==> config.mk <==
export PLATFORM = sky130hd
export DESIGN_NAME = scam_init_seq
export DESIGN_NICKNAME = d
export VERILOG_FILES = /design/src/rtl/scam_seq_pkg.sv /design/src/rtl/scam_quiet_filt.sv /design/src/rtl/scam_dly_cnt.sv /design/src/rtl/scam_seq_ctrl.sv /design/src/rtl/scam_seq_dp.sv /design/src/rtl/scam_init_seq.sv
export SDC_FILE = /design/constraint.sdc
export NUM_CORES = 1
export LEC_CHECK = 0
export BUFFER_PORTS_ARGS = -buffer_cell sky130_fd_sc_hd__buf_2
export CORE_ASPECT_RATIO = 0.8
export CORE_MARGIN = 1
export CORE_UTILIZATION = 61
export CTS_CLUSTER_DIAMETER = 30
export CTS_CLUSTER_SIZE = 8
export DETAILED_ROUTE_END_ITERATION = 6
export PLACE_DENSITY = 0.82
export SLEW_MARGIN = 30
export SYNTH_ARGS = -nofsm -noshare
export SYNTH_HDL_FRONTEND = slang
export SYNTH_SLANG_ARGS = --single-unit
==> constraint.sdc <==
create_clock -name clk -period 5.3 [get_ports clk]
set_clock_uncertainty 0.2 [all_clocks]
set_input_delay 0.53 -clock clk [delete_from_list [all_inputs] [get_ports clk]]
set_output_delay 0.53 -clock clk [all_outputs]
set_load 0.02 [all_outputs]
==> src/rtl/scam_seq_pkg.sv <==
package scam_seq_pkg;

  typedef enum logic [2:0] {
    ST_IDLE,
    ST_DLY1,
    ST_LATCH,
    ST_ENABLE,
    ST_DLY2,
    ST_SELQ,
    ST_CHKCD,
    ST_DB6Q
  } seqState_t;

  // strobes issued by the control to the datapath
  typedef struct packed {
    logic startRun;
    logic setArb;
    logic loadLatch;
    logic enDrv;
    logic loadDly;
    logic stepDly;
    logic dropSel;
    logic dropDb6;
    logic clrFilt;
    logic runSelF;
    logic runDb6F;
    logic finishOk;
    logic finishNone;
  } dpCmd_t;

  // status returned by the datapath
  typedef struct packed {
    logic dlyLast;
    logic selQuiet;
    logic db6Quiet;
    logic cdHeld;
  } dpStat_t;

endpackage

==> src/rtl/scam_quiet_filt.sv <==
module scam_quiet_filt #(
  parameter int FILT_N = 3
) (
  input  logic clk,
  input  logic rstN,
  input  logic clr,
  input  logic run,
  input  logic lineIn,
  output logic quiet
);
  localparam int FCNT_W = (FILT_N < 2) ? 1 : $clog2(FILT_N);
  localparam logic [FCNT_W-1:0] LAST = FCNT_W'(FILT_N - 1);

  logic [FCNT_W-1:0] lowRun;

  // this sample completes the run of deasserted samples
  assign quiet = !lineIn && (lowRun == LAST);

  always_ff @(posedge clk or negedge rstN) begin
    if (!rstN) begin
      lowRun <= '0;
    end else if (clr) begin
      lowRun <= '0;
    end else if (run) begin
      if (lineIn) begin
        lowRun <= '0;
      end else if (lowRun != LAST) begin
        lowRun <= lowRun + 1'b1;
      end
    end
  end
endmodule

==> src/rtl/scam_dly_cnt.sv <==
module scam_dly_cnt #(
  parameter int DLY_W = 8
) (
  input  logic             clk,
  input  logic             rstN,
  input  logic             load,
  input  logic [DLY_W-1:0] delayVal,
  input  logic             step,
  output logic             last
);
  localparam int CNT_W = DLY_W + 1;

  logic [CNT_W-1:0] remain;

  // exit when one or zero clocks remain, giving max(2D,1) cycles
  assign last = (remain <= CNT_W'(1));

  always_ff @(posedge clk or negedge rstN) begin
    if (!rstN) begin
      remain <= '0;
    end else if (load) begin
      remain <= {delayVal, 1'b0};
    end else if (step && remain != '0) begin
      remain <= remain - 1'b1;
    end
  end
endmodule

==> src/rtl/scam_seq_ctrl.sv <==
module scam_seq_ctrl
  import scam_seq_pkg::*;
(
  input  logic    clk,
  input  logic    rstN,
  input  logic    start,
  input  dpStat_t stat,
  output dpCmd_t  cmd
);
  seqState_t curState, nxtState;

  always_ff @(posedge clk or negedge rstN) begin
    if (!rstN) curState <= ST_IDLE;
    else       curState <= nxtState;
  end

  always_comb begin
    cmd      = '0;
    nxtState = curState;
    unique case (curState)
      ST_IDLE: begin
        if (start) begin
          cmd.startRun = 1'b1;
          nxtState     = ST_DLY1;
        end
      end
      ST_DLY1: begin
        if (stat.dlyLast) begin
          cmd.setArb = 1'b1;
          nxtState   = ST_LATCH;
        end else begin
          cmd.stepDly = 1'b1;
        end
      end
      ST_LATCH: begin
        cmd.loadLatch = 1'b1;
        nxtState      = ST_ENABLE;
      end
      ST_ENABLE: begin
        cmd.enDrv   = 1'b1;
        cmd.loadDly = 1'b1;
        nxtState    = ST_DLY2;
      end
      ST_DLY2: begin
        if (stat.dlyLast) begin
          cmd.dropSel = 1'b1;
          cmd.clrFilt = 1'b1;
          nxtState    = ST_SELQ;
        end else begin
          cmd.stepDly = 1'b1;
        end
      end
      ST_SELQ: begin
        cmd.runSelF = 1'b1;
        if (stat.selQuiet) begin
          cmd.dropDb6 = 1'b1;
          nxtState    = ST_CHKCD;
        end
      end
      ST_CHKCD: begin
        if (stat.cdHeld) begin
          cmd.clrFilt = 1'b1;
          nxtState    = ST_DB6Q;
        end else begin
          cmd.finishNone = 1'b1;
          nxtState       = ST_IDLE;
        end
      end
      ST_DB6Q: begin
        cmd.runDb6F = 1'b1;
        if (stat.db6Quiet) begin
          cmd.finishOk = 1'b1;
          nxtState     = ST_IDLE;
        end
      end
      default: nxtState = ST_IDLE;
    endcase
  end
endmodule

==> src/rtl/scam_seq_dp.sv <==
module scam_seq_dp
  import scam_seq_pkg::*;
#(
  parameter int DLY_W  = 8,
  parameter int FILT_N = 3
) (
  input  logic             clk,
  input  logic             rstN,
  input  dpCmd_t           cmd,
  input  logic             isMaster,
  input  logic [DLY_W-1:0] deskewCnt,
  input  logic             selIn,
  input  logic             cdIn,
  input  logic             db6In,
  output dpStat_t          stat,
  output logic             bsyOut,
  output logic             selOut,
  output logic             ioOut,
  output logic             cdOut,
  output logic             db6Out,
  output logic             db7Out,
  output logic             done,
  output logic             noMaster,
  output logic             busy
);
  localparam int LINES = 2;

  logic             bsyR, selR, ioR, cdR;
  logic             db6Latch, db7Latch, drvEn;
  logic             masterR;
  logic [DLY_W-1:0] deskewR;
  logic             doneR, noneR, busyR;
  logic             dlyLast;

  logic [LINES-1:0] watchLine, watchRun, watchQuiet;

  assign watchLine = {db6In, selIn};
  assign watchRun  = {cmd.runDb6F, cmd.runSelF};

  generate
    for (genvar i = 0; i < LINES; i++) begin : g_filt
      scam_quiet_filt #(.FILT_N(FILT_N)) u_filt (
        .clk   (clk),
        .rstN  (rstN),
        .clr   (cmd.clrFilt | cmd.startRun),
        .run   (watchRun[i]),
        .lineIn(watchLine[i]),
        .quiet (watchQuiet[i])
      );
    end
  endgenerate

  scam_dly_cnt #(.DLY_W(DLY_W)) u_dly (
    .clk     (clk),
    .rstN    (rstN),
    .load    (cmd.startRun | cmd.loadDly),
    .delayVal(cmd.startRun ? deskewCnt : deskewR),
    .step    (cmd.stepDly),
    .last    (dlyLast)
  );

  always_ff @(posedge clk or negedge rstN) begin
    if (!rstN) begin
      bsyR     <= 1'b0;
      selR     <= 1'b0;
      ioR      <= 1'b0;
      cdR      <= 1'b0;
      db6Latch <= 1'b0;
      db7Latch <= 1'b0;
      drvEn    <= 1'b0;
      masterR  <= 1'b0;
      deskewR  <= '0;
      doneR    <= 1'b0;
      noneR    <= 1'b0;
      busyR    <= 1'b0;
    end else begin
      doneR <= 1'b0;
      noneR <= 1'b0;
      if (cmd.startRun) begin
        bsyR     <= 1'b1;
        selR     <= 1'b0;
        ioR      <= 1'b0;
        cdR      <= 1'b0;
        db6Latch <= 1'b0;
        db7Latch <= 1'b0;
        drvEn    <= 1'b0;
        masterR  <= isMaster;
        deskewR  <= deskewCnt;
        busyR    <= 1'b1;
      end
      if (cmd.setArb) begin
        selR <= 1'b1;
        ioR  <= 1'b1;
        cdR  <= masterR;
      end
      if (cmd.loadLatch) begin
        db6Latch <= 1'b1;
        db7Latch <= 1'b1;
      end
      if (cmd.enDrv)   drvEn    <= 1'b1;
      if (cmd.dropSel) selR     <= 1'b0;
      if (cmd.dropDb6) db6Latch <= 1'b0;
      if (cmd.finishNone) begin
        bsyR     <= 1'b0;
        selR     <= 1'b0;
        ioR      <= 1'b0;
        cdR      <= 1'b0;
        db6Latch <= 1'b0;
        db7Latch <= 1'b0;
        drvEn    <= 1'b0;
        noneR    <= 1'b1;
        busyR    <= 1'b0;
      end
      if (cmd.finishOk) begin
        selR  <= 1'b1;
        doneR <= 1'b1;
        busyR <= 1'b0;
      end
    end
  end

  assign stat.dlyLast  = dlyLast;
  assign stat.selQuiet = watchQuiet[0];
  assign stat.db6Quiet = watchQuiet[1];
  assign stat.cdHeld   = cdIn;

  assign bsyOut   = bsyR;
  assign selOut   = selR;
  assign ioOut    = ioR;
  assign cdOut    = cdR;
  assign db6Out   = db6Latch & drvEn;
  assign db7Out   = db7Latch & drvEn;
  assign done     = doneR;
  assign noMaster = noneR;
  assign busy     = busyR;
endmodule

==> src/rtl/scam_init_seq.sv <==
module scam_init_seq
  import scam_seq_pkg::*;
#(
  parameter int DLY_W  = 8,
  parameter int FILT_N = 3
) (
  input  logic             clk,
  input  logic             rstN,
  input  logic             start,
  input  logic             isMaster,
  input  logic [DLY_W-1:0] deskewCnt,
  input  logic             selIn,
  input  logic             cdIn,
  input  logic             db6In,
  output logic             bsyOut,
  output logic             selOut,
  output logic             ioOut,
  output logic             cdOut,
  output logic             db6Out,
  output logic             db7Out,
  output logic             done,
  output logic             noMaster,
  output logic             busy
);
  dpCmd_t  cmd;
  dpStat_t stat;

  scam_seq_ctrl u_ctrl (
    .clk  (clk),
    .rstN (rstN),
    .start(start),
    .stat (stat),
    .cmd  (cmd)
  );

  scam_seq_dp #(.DLY_W(DLY_W), .FILT_N(FILT_N)) u_dp (
    .clk      (clk),
    .rstN     (rstN),
    .cmd      (cmd),
    .isMaster (isMaster),
    .deskewCnt(deskewCnt),
    .selIn    (selIn),
    .cdIn     (cdIn),
    .db6In    (db6In),
    .stat     (stat),
    .bsyOut   (bsyOut),
    .selOut   (selOut),
    .ioOut    (ioOut),
    .cdOut    (cdOut),
    .db6Out   (db6Out),
    .db7Out   (db7Out),
    .done     (done),
    .noMaster (noMaster),
    .busy     (busy)
  );
endmodule

==> impl_metrics.py <==
metrics = {
    "outcome": {
        "status": "finished, final reports clean",
    },
    "final_layout": {
        "nNetsFinal": 231,
        "drive_above_1_share_pct": 23.58,
        "n_fill_cell": 197,
        "layout.cells.non_filler": 250,
        "multi_input_area_um2": 928.4,
        "final_common_cell": "dfrtp_1",
        "n_antenna_cell": 0,
        "area_delta_synth_final_pct": 13.69,
        "regArea_um2": 875.8,
        "final_cell_mix": "dfrtp_1, buf_2, nor2_1, nand2_1, o21ai_0",
    },
    "grt": {
        "grt_pass1_wl_um": 6699,
        "grt_use_total_pct": 27.81,
        "grt-ovfl-total": 0,
        "grt_max_degree": 36,
        "first_global_vias": 1449,
        "antenna_found_initial": 0,
    },
    "detailed_routing": {
        "initialDrtViolationCount": 68,
        "wl_um": 3924,
        "vias": 1563,
        "viasPerCell": 6.252,
        "drtAntennaViolNets": 0,
        "wl_per_cell_um": 15.70,
        "post-route-drc-count": 0,
        "first_pass_iters": 4,
    },
    "yosys": {
        "synth_top_area_share_pct": 46.51,
        "synthesis.nets": 209,
        "yosys.area.top_type": "dfrtp_1",
        "ys_ff_latch": 35,
        "synth-seq-area-share_pct": 46.51,
        "synth_area_leaders": "dfrtp_1, mux2_2, nor2_1",
        "ys_warn_count": 0,
        "synth_edf_count": 0,
        "synth_area_per_cell_um2": 9.963,
        "ys.flop_type": "dfrtp_1",
        "async_flop_share_pct": 100.0,
        "netlist_area_um2": 1883,
        "synth_cell_types": 48,
        "syn_inst": 189,
    },
    "power_and_ir_drop": {
        "switching_power_uw": 410.9,
        "p_comb_share_pct": 34.1,
        "p_seq_share_pct": 40.9,
        "power_frac_clock_pct": 25.0,
        "peakVddDrop_v": 0.0003701,
        "power_density_nw_per_um2": 529.7,
        "leakage_nw": 0.9597,
        "netSwitchingFraction_pct": 36.24,
        "p_int_uw": 723.0,
    },
    "floorplanning": {
        "start_util_pct": 66.07,
        "die_h_um": 51.70,
        "row_count": 17,
        "coreArea_um2": 2850,
        "ioPinCount": 24,
        "die_w_um": 64.12,
        "die-area_um2": 3315,
    },
    "timing": {
        "setup_viol": 0,
        "fin_crit_sh_pct": 43.60,
        "clock.fmax_ghz": 0.4328,
        "worst_pin_slew_ns": 0.7554,
        "maxSlewHeadroom_pct": 49.64,
        "worst_slack_ns": 2.989,
        "drv_slew": 0,
        "fin_setup_tns_ns": 0,
        "hold_viol": 0,
        "rsz0062_at_grt": "no",
        "min_period_ns": 2.311,
    },
    "clocking": {
        "clock-sinks": 35,
        "ctsHoldBuffers": 0,
        "htree_num_levels": 2,
        "cts_root_buffer": "clkbuf_8",
        "ctsResizeCount": 0,
        "clk_pin_slew_ns": 0.07,
        "cts_buffers": 5,
        "cts_setup_buffers": 0,
        "clk_latency_ns": 0.29,
        "cts_tree": "done",
        "clk_path_buf_depth": 2,
    },
    "critical_path": {
        "crit_type": "register to register",
        "cp.arrival_ns": 2.32,
        "cp_max_fo": 5,
        "r2r-start": "u_dp.u_dly.remain[3]",
        "reg2reg_to": "u_dp.u_dly.remain[8]",
        "r2r_setup_slack_ns": 2.99,
        "rr_worst_depth": 4,
        "crit_path_end_kind": "register",
        "cp.required_ns": 5.31,
        "cp-start-kind": "register",
    },
    "place": {
        "dp.cells": 242,
        "gp_congestion": 0.8857,
        "hpwl_um": 2732,
        "place_ws_ns": 3.001,
        "io_buffer_count": 23,
    },
    "run": {
        "cap_violations": 0,
    },
    "worst_hold_path": {
        "worst_hold_path_type": "primary input to async pin",
    },
}
metal layers:
layer,track usage [%],wire length (µm)
met5,0,0
met3,8.114,316
met1,37.01,1727
met2,42.73,1807
met4,12.22,72
cell families after synthesis:
| kind of cell | Yosys count | synth area share (%) |
|---|---|---|
| simple gates | 72 | 21.53 |
| compound gates | 45 | 16.15 |
| flops | 35 | 46.51 |
| buf+inv | 18 | 4.186 |
| mux | 13 | 7.442 |
| fa+ha+maj | 5 | 3.322 |
| xor+xnor | 1 | 0.8640 |
critical path: stages, from the launching register on:
cell and delay (ns):
dfrtp_1 0.45, or4_4 0.58, or3_1 0.33, or4_1 0.50
a31oi_1 0.17
power groups by stage:
stage                     Sequential (mW)  Clock [mW]  Combinational, mW
after floorplan                     0.445           0              0.291
after CTS                           0.461       0.286              0.385
final                               0.464       0.283              0.387
after global placement              0.454           0              0.350
after detailed placement            0.464           0              0.376
after global routing                0.477       0.299              0.434
state kept, by name, summed over array words and instances (netlist names), 3 cells and up:
name,cells
u_dp.u_dly.remain,9
u_ctrl.curState,3
u_dp.deskewR,8
u_dp.g_filt.u_filt.lowRun,4
worst max path at each step:
stage | startpoint | endpoint
after floorplan | u_dp.u_dly.remain[3] | u_dp.u_dly.remain[8]
after global placement | u_dp.u_dly.remain[3] | u_dp.u_dly.remain[8]
after detailed placement | u_dp.u_dly.remain[2] | u_dp.u_dly.remain[8]
after CTS | u_dp.u_dly.remain[2] | u_dp.u_dly.remain[8]
after global routing | u_dp.u_dly.remain[1] | u_dp.u_dly.remain[4]
final | u_dp.u_dly.remain[3] | u_dp.u_dly.remain[8]
synth_stat cells (3+ instances only):
master / number
a21oi_1: 6
a31oi_1: 7
clkbuf_1: 7
dfrtp_1: 35
ha_1: 5
inv_1: 8
mux2_2: 8
mux2i_1: 5
nand2_1: 14
nand3_1: 6
nor2_1: 20
o211ai_1: 3
o21ai_0: 12
o31ai_1: 3
or3_1: 5
or4_1: 6
layout make-up:
type / count / area share (%)
multi-input cells: 136 / 43.37
flip-flops and latches: 35 / 40.91
repair buffers: 24 / 5.728
clock buffers: 6 / 3.390
clock inverters: 2 / 2.805
well taps: 38 / 2.221
inverters: 9 / 1.578
metrics by stage:
step	hold slack (ns)	utilization (%)	area, µm²	total power, mW
3_3_place_gp	0.2585	70.46	2008	0.8047
2_1_floorplan	0.03441	-	1883	0.7360
6_report	0.1031	75.11	2141	1.134
4_1_cts	0.1190	75.11	2141	1.131
5_1_grt	0.1530	75.11	2141	1.210
3_5_place_dp	0.2721	70.46	2008	0.8397
Note: power is estimated with default switching activity, not from simulation.
